**src/rtl/gpio_trans_irq_pkg.sv**
```systemverilog
package gpio_trans_irq_pkg;

  // Selected comparison source for one port.
  function automatic logic pick_src(input logic raw, input logic deb, input logic use_deb);
    return use_deb ? deb : raw;
  endfunction

  // Address match of port index idx against a register address.
  function automatic logic port_hit(input logic [7:0] addr, input int unsigned base,
                                    input int unsigned idx);
    return addr == 8'(base + idx);
  endfunction

  // Source has moved away from the value the host last saw.
  function automatic logic moved(input logic src, input logic snap);
    return src != snap;
  endfunction

endpackage

```
**src/rtl/gpio_port_track.sv**
```systemverilog
module gpio_port_track
  import gpio_trans_irq_pkg::*;
(
  input  logic clk,
  input  logic rst_n,
  input  logic raw,
  input  logic deb,
  input  logic use_deb,
  input  logic is_in,
  input  logic rd_hit,
  output logic snap_q,
  output logic flag_q,
  output logic rise
);

  logic sel;
  logic diff;

  assign sel  = pick_src(raw, deb, use_deb);
  assign diff = is_in & moved(sel, snap_q);
  // A new transition this cycle: not yet flagged and not being read away.
  assign rise = diff & ~flag_q & ~rd_hit;

  always_ff @(posedge clk or negedge rst_n) begin
    if (!rst_n) begin
      snap_q <= 1'b0;
      flag_q <= 1'b0;
    end else if (rd_hit) begin
      snap_q <= sel;
      flag_q <= 1'b0;
    end else if (diff) begin
      flag_q <= 1'b1;
    end
  end

  a_r5_read_clears: assert property (@(posedge clk) disable iff (!rst_n)
    rd_hit |=> !flag_q);

  a_r1_snap_loads: assert property (@(posedge clk) disable iff (!rst_n)
    rd_hit |=> snap_q == $past(sel));

  a_r4_output_quiet: assert property (@(posedge clk) disable iff (!rst_n)
    (!is_in && !flag_q) |=> !flag_q);

endmodule

```
**src/rtl/gpio_irq_ctrl.sv**
```systemverilog
module gpio_irq_ctrl (
  input  logic clk,
  input  logic rst_n,
  input  logic evt,
  input  logic en_any,
  input  logic rd_seq,
  input  logic stop_pulse,
  input  logic clr,
  output logic irq_q,
  output logic pend_q
);

  logic set_now;
  logic set_stop;

  assign set_now  = evt & ~rd_seq;
  assign set_stop = stop_pulse & pend_q & en_any;

  always_ff @(posedge clk or negedge rst_n) begin
    if (!rst_n) begin
      irq_q <= 1'b0;
    end else if (clr) begin
      irq_q <= 1'b0;
    end else if (set_now || set_stop) begin
      irq_q <= 1'b1;
    end
  end

  always_ff @(posedge clk or negedge rst_n) begin
    if (!rst_n) begin
      pend_q <= 1'b0;
    end else if (stop_pulse) begin
      pend_q <= 1'b0;
    end else if (evt && rd_seq) begin
      pend_q <= 1'b1;
    end
  end

  a_r8_status_clear: assert property (@(posedge clk) disable iff (!rst_n)
    clr |=> !irq_q);

  a_r9_no_rise_in_seq: assert property (@(posedge clk) disable iff (!rst_n)
    (!irq_q && rd_seq && !stop_pulse) |=> !irq_q);

  a_r9_stop_drops_pend: assert property (@(posedge clk) disable iff (!rst_n)
    stop_pulse |=> !pend_q);

  a_r10_no_stale_irq: assert property (@(posedge clk) disable iff (!rst_n)
    (stop_pulse && rd_seq && !en_any && !clr) |=> irq_q == $past(irq_q));

endmodule

```
**src/rtl/gpio_trans_irq.sv**
```systemverilog
module gpio_trans_irq
  import gpio_trans_irq_pkg::*;
#(
  parameter int unsigned NPORT     = 9,
  parameter int unsigned AW        = 8,
  parameter int unsigned PORT_BASE = 1,
  parameter int unsigned STAT_ADDR = 'h26
) (
  input  logic             clk,
  input  logic             rst_n,
  input  logic [NPORT-1:0] pin_raw,
  input  logic [NPORT-1:0] pin_deb,
  input  logic [NPORT-1:0] deb_sel,
  input  logic [NPORT-1:0] dir_in,
  input  logic [NPORT-1:0] irq_en,
  input  logic             rd_stb,
  input  logic [AW-1:0]    rd_addr,
  input  logic             rd_seq,
  input  logic             stop_pulse,
  output logic [NPORT-1:0] snap_q,
  output logic [NPORT-1:0] trans_flag,
  output logic             trans_any,
  output logic             int_status,
  output logic             int_n
);

  localparam logic [AW-1:0] STAT_A = AW'(STAT_ADDR);

  logic [NPORT-1:0] rd_hit;
  logic [NPORT-1:0] rise;
  logic             irq_evt;
  logic             en_flag_any;
  logic             stat_clr;
  logic             pend;
  logic [7:0]       addr8;

  assign addr8 = 8'(rd_addr);

  for (genvar g = 0; g < NPORT; g++) begin : g_port
    assign rd_hit[g] = rd_stb & port_hit(addr8, PORT_BASE, g);

    gpio_port_track u_trk (
      .clk     (clk),
      .rst_n   (rst_n),
      .raw     (pin_raw[g]),
      .deb     (pin_deb[g]),
      .use_deb (deb_sel[g]),
      .is_in   (dir_in[g]),
      .rd_hit  (rd_hit[g]),
      .snap_q  (snap_q[g]),
      .flag_q  (trans_flag[g]),
      .rise    (rise[g])
    );
  end

  assign irq_evt     = |(rise & irq_en);
  assign en_flag_any = |(trans_flag & irq_en & dir_in);
  assign stat_clr    = rd_stb & (rd_addr == STAT_A);
  assign trans_any   = |trans_flag;

  gpio_irq_ctrl u_irq (
    .clk        (clk),
    .rst_n      (rst_n),
    .evt        (irq_evt),
    .en_any     (en_flag_any),
    .rd_seq     (rd_seq),
    .stop_pulse (stop_pulse),
    .clr        (stat_clr),
    .irq_q      (int_status),
    .pend_q     (pend)
  );

  assign int_n = ~int_status;

  a_r7_irq_on_enabled_rise: assert property (@(posedge clk) disable iff (!rst_n)
    (irq_evt && !rd_seq && !stat_clr) |=> int_status);

  a_r6_summary_follows: assert property (@(posedge clk) disable iff (!rst_n)
    (trans_any && !rd_stb) |=> trans_any);

endmodule

```
**config.mk**
```make
export PLATFORM = sky130hd
export DESIGN_NAME = gpio_trans_irq
export DESIGN_NICKNAME = d
export VERILOG_FILES = /design/src/rtl/gpio_trans_irq_pkg.sv /design/src/rtl/gpio_port_track.sv /design/src/rtl/gpio_irq_ctrl.sv /design/src/rtl/gpio_trans_irq.sv
export SDC_FILE = /design/constraint.sdc
export NUM_CORES = 1
export LEC_CHECK = 0
export ABC_AREA = 0
export BUFFER_PORTS_ARGS = -buffer_cell sky130_fd_sc_hd__buf_4
export CORE_ASPECT_RATIO = 2
export CORE_MARGIN = 1.5
export CORE_UTILIZATION = 40
export CTS_CLUSTER_SIZE = 20
export DETAILED_ROUTE_END_ITERATION = 7
export GPL_ROUTABILITY_DRIVEN = 0
export PLACE_DENSITY = 0.77
export SYNTH_ARGS = -nofsm -noshare
export SYNTH_HDL_FRONTEND = slang
export SYNTH_SLANG_ARGS = --single-unit
```
**constraint.sdc**
```tcl
create_clock -name clk -period 1.35 [get_ports clk]
set_input_delay 0.0675 -clock clk [delete_from_list [all_inputs] [get_ports clk]]
set_output_delay 0.0675 -clock clk [all_outputs]
set_load 0.005 [all_outputs]
```
* Word-level counts from Yosys, hierarchy flattened
Cells that the tools add are included.
** Storage, ports and cells
- Input port bits :: 58
- Memories :: 0
- Memory bits (read-only) :: 0
- Latch bits :: 0
- Logic and storage cells :: 149
- Memory bits (writable) :: 0
- Output and inout port bits :: 21
- Flip-flop bits (word level) :: 20
** Cells by class
- Reduce and logical (&&, ||, !) cells :: 16
- Shift-type cells :: 0
- Equality and inequality tests :: 19
- Muxes and demuxes :: 31
- Bitwise logic cells :: 63
- Div/mod/pow operators :: 0
- $add $sub $neg :: 0
- $mul :: 0
- Order comparisons :: 0
** Operators with widths (count)
- $and A1 B1 Y1 :: 40
- $eq A8 B3 Y1 const B :: 4
- $mux W1 :: 31
- $and A9 B9 Y9 :: 3
- $reduce_or A9 Y1 :: 3
- $reduce_bool A2 Y1 :: 11
- $not A1 Y1 :: 20
- $eq A8 B2 Y1 const B :: 2
- $eq A8 B4 Y1 const B :: 2
- $ne A1 B1 Y1 :: 9
- $eq A8 B1 Y1 const B :: 1
- $eq A8 B6 Y1 const B :: 1
- $logic_and A1 B1 Y1 :: 1
- $logic_or A1 B1 Y1 :: 1

* Logic depth before layout (Yosys ltp)
- Word-level depth :: 11
- Mapped depth :: 6
- Mapped depth without buffers :: 6

* Modules after synthesis
From an unflattened synthesis, not the netlist that was laid out.
** Unflattened totals
- Cells, all modules :: 150
- Area, all modules :: 1452.6 µm²
** Modules (own cells, without submodules)
- gpio_port_track :: area an instance 121.4 µm², instances 9, cells an instance 11, seq. area each 50.0 µm²
- gpio_trans_irq :: area an instance 280.3 µm², instances 1, cells an instance 43, seq. area each 0.0 µm²
- gpio_irq_ctrl :: area an instance 80.1 µm², instances 1, cells an instance 8, seq. area each 50.0 µm²

* Worst setup path before layout
OpenSTA, ideal clock, no wires.
- Path kind :: register -> register
- From :: register g_port[1].u_trk.snap_q
- To :: register u_irq.pend_q
- Path slack :: 0.027 ns
- Clock period less this slack :: 1.323 ns
- Data arrival time :: 1.240 ns
- Stages on the path, launching flop included :: 6
- Library setup time :: 0.082 ns
- Path buffers :: 0
- Required time :: 1.268 ns
- Cell sequence :: dfrtp_1 xnor2_1 or4b_1 nand4_1 nor4_2 o22ai_1
** On the way
- Word-level cells in the longest chain between the ends :: 8
** RTL lines
- from (decl) :: line gpio_port_track.sv:11 : output logic snap_q,
- from (signal assigned) :: line gpio_port_track.sv:29 : snap_q <= sel;
- $ne A1 B1 Y1 :: line gpio_trans_irq_pkg.sv:16 : return src != snap;
- $and A1 B1 Y1 :: line gpio_port_track.sv:20 : assign diff = is_in & moved(sel, snap_q);
- $and A1 B1 Y1 (2 in series) :: line gpio_port_track.sv:22 : assign rise = diff & ~flag_q & ~rd_hit;
- $and A9 B9 Y9 :: line gpio_trans_irq.sv:56 : assign irq_evt = |(rise & irq_en);
- $reduce_or A9 Y1 :: line gpio_trans_irq.sv:56
- $logic_and A1 B1 Y1 :: line gpio_irq_ctrl.sv:34 : end else if (evt && rd_seq) begin
- $reduce_bool A2 Y1 (no source line)
- to (signal assigned) :: line gpio_irq_ctrl.sv:31 : pend_q <= 1'b0;
- to (signal assigned) :: line gpio_irq_ctrl.sv:33 : pend_q <= 1'b0;
- to (signal assigned) :: line gpio_irq_ctrl.sv:35 : pend_q <= 1'b1;
- to (decl) :: line gpio_irq_ctrl.sv:10 : output logic pend_q
No other way between the ends.
A chain may end at the register's enable or synchronous reset.

* Worst setup path after layout
- From :: register g_port[1].u_trk.snap_q
- To :: register u_irq.irq_q
** On the way
- Word-level cells in the longest chain between the ends :: 9
** RTL lines
- $ne A1 B1 Y1 :: line gpio_trans_irq_pkg.sv:16
- $and A1 B1 Y1 :: line gpio_port_track.sv:20
- $and A1 B1 Y1 (2 in series) :: line gpio_port_track.sv:22
- $and A9 B9 Y9 :: line gpio_trans_irq.sv:56
- $reduce_or A9 Y1 :: line gpio_trans_irq.sv:56
- $and A1 B1 Y1 :: line gpio_irq_ctrl.sv:16 : assign set_now = evt & ~rd_seq;
- $logic_or A1 B1 Y1 :: line gpio_irq_ctrl.sv:24 : end else if (set_now || set_stop) begin
- $reduce_bool A2 Y1 (no source line)
- to (signal assigned) :: line gpio_irq_ctrl.sv:21 : irq_q <= 1'b0;
- to (signal assigned) :: line gpio_irq_ctrl.sv:23 : irq_q <= 1'b0;
- to (signal assigned) :: line gpio_irq_ctrl.sv:25 : irq_q <= 1'b1;
- to (decl) :: line gpio_irq_ctrl.sv:9 : output logic irq_q,
No other way between the ends.

==> results.txt <==
- The run finished, with violations left.
- The final reports fail on negative setup slack.
* Starting utilization of the core area: 41.7%
* First-pass GRT wire length: 6100 µm
* Remaining number of nets flagged by the antenna check after routing: 0
- Layout cell share with drive strength beyond 1: 48.0%
- Clock-pin slew was measured on the worst setup and hold paths at 70 ps.
- Prevailing post-synth register cell: sky130_fd_sc_hd__dfrtp_1
- Sequential cell area fraction in the yosys report: 35.5%
* Switching power: 0.374 mW
* Max FO, Critical Path: 2
- H-tree levels: 1
* Count of boundary I/O pins: 79
- The routed layout has 1,496 vias.
- Total power: 1.44 mW
* Share of power burned in the clock network: 27.3%
- Of the total power, registers draw 44.7%.
- The number of buffers and inverters on the critical path is 0.
- WS Path Type: flip-flop to flip-flop
* Slowest Stage Delay on Critical Path: 490 ps
- Mapped Nets: 216
* Total count of hold-check failures in the final report: 0
- Num CTS Buffers: 3
- Max-cap violations in this run came to 0.
- 0 antenna diodes ended up in the layout.
* Final worst slack: -98.2 ps
- Router iterations before antenna repair: 4
* Worst clock skew: 3.45 ps
* Crit path max-delay family: simple AND/OR/NAND/NOR gates
- Setup repair after global routing could not meet its margin everywhere.
- In the final routed layout, each cell accounts on average for 14.2 µm.
- Synth area leaders: sky130_fd_sc_hd__dfrtp_1 35%, sky130_fd_sc_hd__buf_4 9.6%, sky130_fd_sc_hd__mux2i_1 7.1%
- Post-layout minimum cycle time: 1450 ps
- After filler insertion, the fill cell instance count of the layout stands at 309.
* Slew Limit Fails: 0
* Violation count after the first detailed-routing iteration: 22
- Cell taking the most area after synthesis: sky130_fd_sc_hd__dfrtp_1
* Startpoint type of the worst setup path: flip-flop
* CTS root buf: sky130_fd_sc_hd__clkbuf_8
- Aggregate global-route resource usage: 21.0%
- Dividing the synthesized area by the synthesized cell count gives 8.92 µm².
- The cell count after synthesis came out at 158.
- Number of standard cells in the final layout excluding fillers: 280
- The min-delay analysis places its worst path in the category input port to flip-flop.
- At the end of the flow, the number of nets in the layout was 308.
- In the routed layout, each cell is associated on average with a via count of 5.34.
* Combinational power share: 27.9%
- Cell with the largest stage delay on the worst path: sky130_fd_sc_hd__or4b_4
- In the layout the commonest cells are 102 x sky130_fd_sc_hd__buf_4, 20 x sky130_fd_sc_hd__dfrtp_1, 18 x sky130_fd_sc_hd__nor2_1.
* Vertical extent of the die: 87.0 µm
* Share of the clock period used by the worst path: 107%
- Deepest clock path buffer count: 2
- The number of global-route vias before repair was 1,464.
* Worst-Skew Late Latency: 260 ps
* Most common cell after layout, fill and taps aside: sky130_fd_sc_hd__buf_4
- In this run the standard cell core region covers 3380 µm².
- STA puts the critical path data arrival time at 1630 ps.
- The floorplan step set the die width to 45.0 µm.
- Yosys mapped a number of flops with a built-in enable equal to 0.
- Total instance count after detailed placement: 273
- Input and output buffers added on the ports amount to 78.
- After detailed placement, the total cell area comes to 2070 µm².
- For this block, the routed nets add up to 3970 µm of wire.
* Overall overflow remaining after global route: 0
* Capturing element type of the critical path: flip-flop
- The floorplan has 30 rows.
- Summed area of non-filler cells in the final layout: 2200 µm²
* Final setup violation count: 3
* DRC Markers: 0
- The cell area that synthesis handed to floorplanning was 1410 µm².
* Max transition margin: 77.6%
- Post-DP HPWL: 3140 µm
- The critical path goes through xnor2_2 -> or4b_4 -> nand4_1 -> nor4_2 -> o22ai_1.
- Entering global routing, the biggest net connects 21 pins.
* Critical Path RT: 1530 ps
- Flip-flop and latch count after synthesis: 20
- Antenna violations before repair: 0
- Leakage component of the power: 1.05 nW
- For the pin with the worst max-slew slack, the measured transition is 326 ps.
* Fraction of registers with async set/reset: 100%
- Clock tree from TritonCTS: built
* Count of synthesis-stage warnings from yosys: 0
- Dpl ws: -190 ps
- Cell area power density: 653 nW/µm²
- The top cell type by area accounts for 35.5% of the synthesized area.
- Number of sinks handled by clock tree synthesis: 20
- Area growth from synthesis to layout: 56.1%
- The number of different library cells used by synthesis comes to 38.
- Final Hold Slack: 54.1 ps
* Worst ir drop on vdd: 0.000505 V
- Highest clock frequency the design can meet: 691 MHz
- Internal power comes to 1.06 mW.
- Die ar.: 3910 µm²
- Setup total negative slack on the finished layout was measured at -236 ps.
- Net switching is 26.0% of the power.
* Final core area utilization: 65.1%
[layout make-up]
cell class	count	area (µm²)	area share, %
sequential	20	500	22.7
clock buffer	3	41.3	1.88
tap	32	40.0	1.82
timing repair buffer	105	797	36.2
multi-input combinational	118	815	37.0
inverter	2	7.51	0.341
[routing by layer]
| metal | vias to the layer above | routed length (µm) | share of wire (%) | track usage [%] |
|---|---|---|---|---|
| li1 | 740 | - | - | - |
| met1 | 686 | 1380 | 35 | 22.8 |
| met2 | 61 | 2240 | 56 | 37.9 |
| met3 | 9 | 195 | 4.9 | 1.66 |
| met4 | 0 | 152 | 3.8 | 11.2 |
| met5 | - | 0 | 0 | 0 |
[worst paths after layout]
path                                                     from                            endpoint  slack [ps]  cells past startpoint
hold reg to reg            g_port[4].u_trk.snap_q$_DFFE_PN0P_  g_port[4].u_trk.snap_q$_DFFE_PN0P_         530                      2
min in group asynchronous                               rst_n  g_port[5].u_trk.snap_q$_DFFE_PN0P_         220                      2
setup reg to reg           g_port[1].u_trk.snap_q$_DFFE_PN0P_             u_irq.irq_q$_DFFE_PN0P_        -100                      5
hold / removal                                      dir_in[1]  g_port[1].u_trk.flag_q$_DFFE_PN0P_          50                      3
setup / recovery           g_port[1].u_trk.snap_q$_DFFE_PN0P_             u_irq.irq_q$_DFFE_PN0P_        -100                      5
max in group asynchronous                               rst_n             u_irq.irq_q$_DFFE_PN0P_         920                      2
[power by group through the flow]
stage	Clock [mW]	Combinational, mW	Sequential [mW]
after floorplan	0	0.150	0.652
after global placement	0	0.374	0.652
after detailed placement	0	0.379	0.653
after CTS	0.405	0.387	0.642
after global routing	0.429	0.440	0.646
final	0.393	0.401	0.644
[repair_timing]
item,4_1_cts,5_1_grt
hold buffers,2,0
resized for setup,4,5
endpoints found under the hold margin,21,0
pin swaps,6,7
setup buffers,1,1
setup endpoints to repair,3,3
[worst min-delay path, cell delays in order]
cell and delay (ps):
sky130_fd_sc_hd__buf_4 90, sky130_fd_sc_hd__a21oi_1 50, sky130_fd_sc_hd__nor2_1 70
[synthesized netlist by cell type, drive strengths merged, types with 3 or more instances]
master and instances:
dfrtp 20, buf 18, nor2 18, nand3 14
nand2 13, mux2i 10, a21oi 9, xnor2 6
o21ai 5, nand4 4, nand4b 4, nand2b 3
nor3 3, o21a 3, o22ai 3
[sequential cells by signal, summed over array words and instances (netlist names)]
name and count:
g_port.u_trk.flag_q 9, g_port.u_trk.snap_q 9, u_irq.irq_q 1, u_irq.pend_q 1
[logic make-up after synthesis]
family / Yosys count / share of synthesized area, %
flops: 20 / 35.5
simple gates: 73 / 29.9
mux: 12 / 8.70
buf+inv: 20 / 10.1
compound gates: 26 / 11.4
xor+xnor: 7 / 4.35
Power figures use the tool's default switching activity.
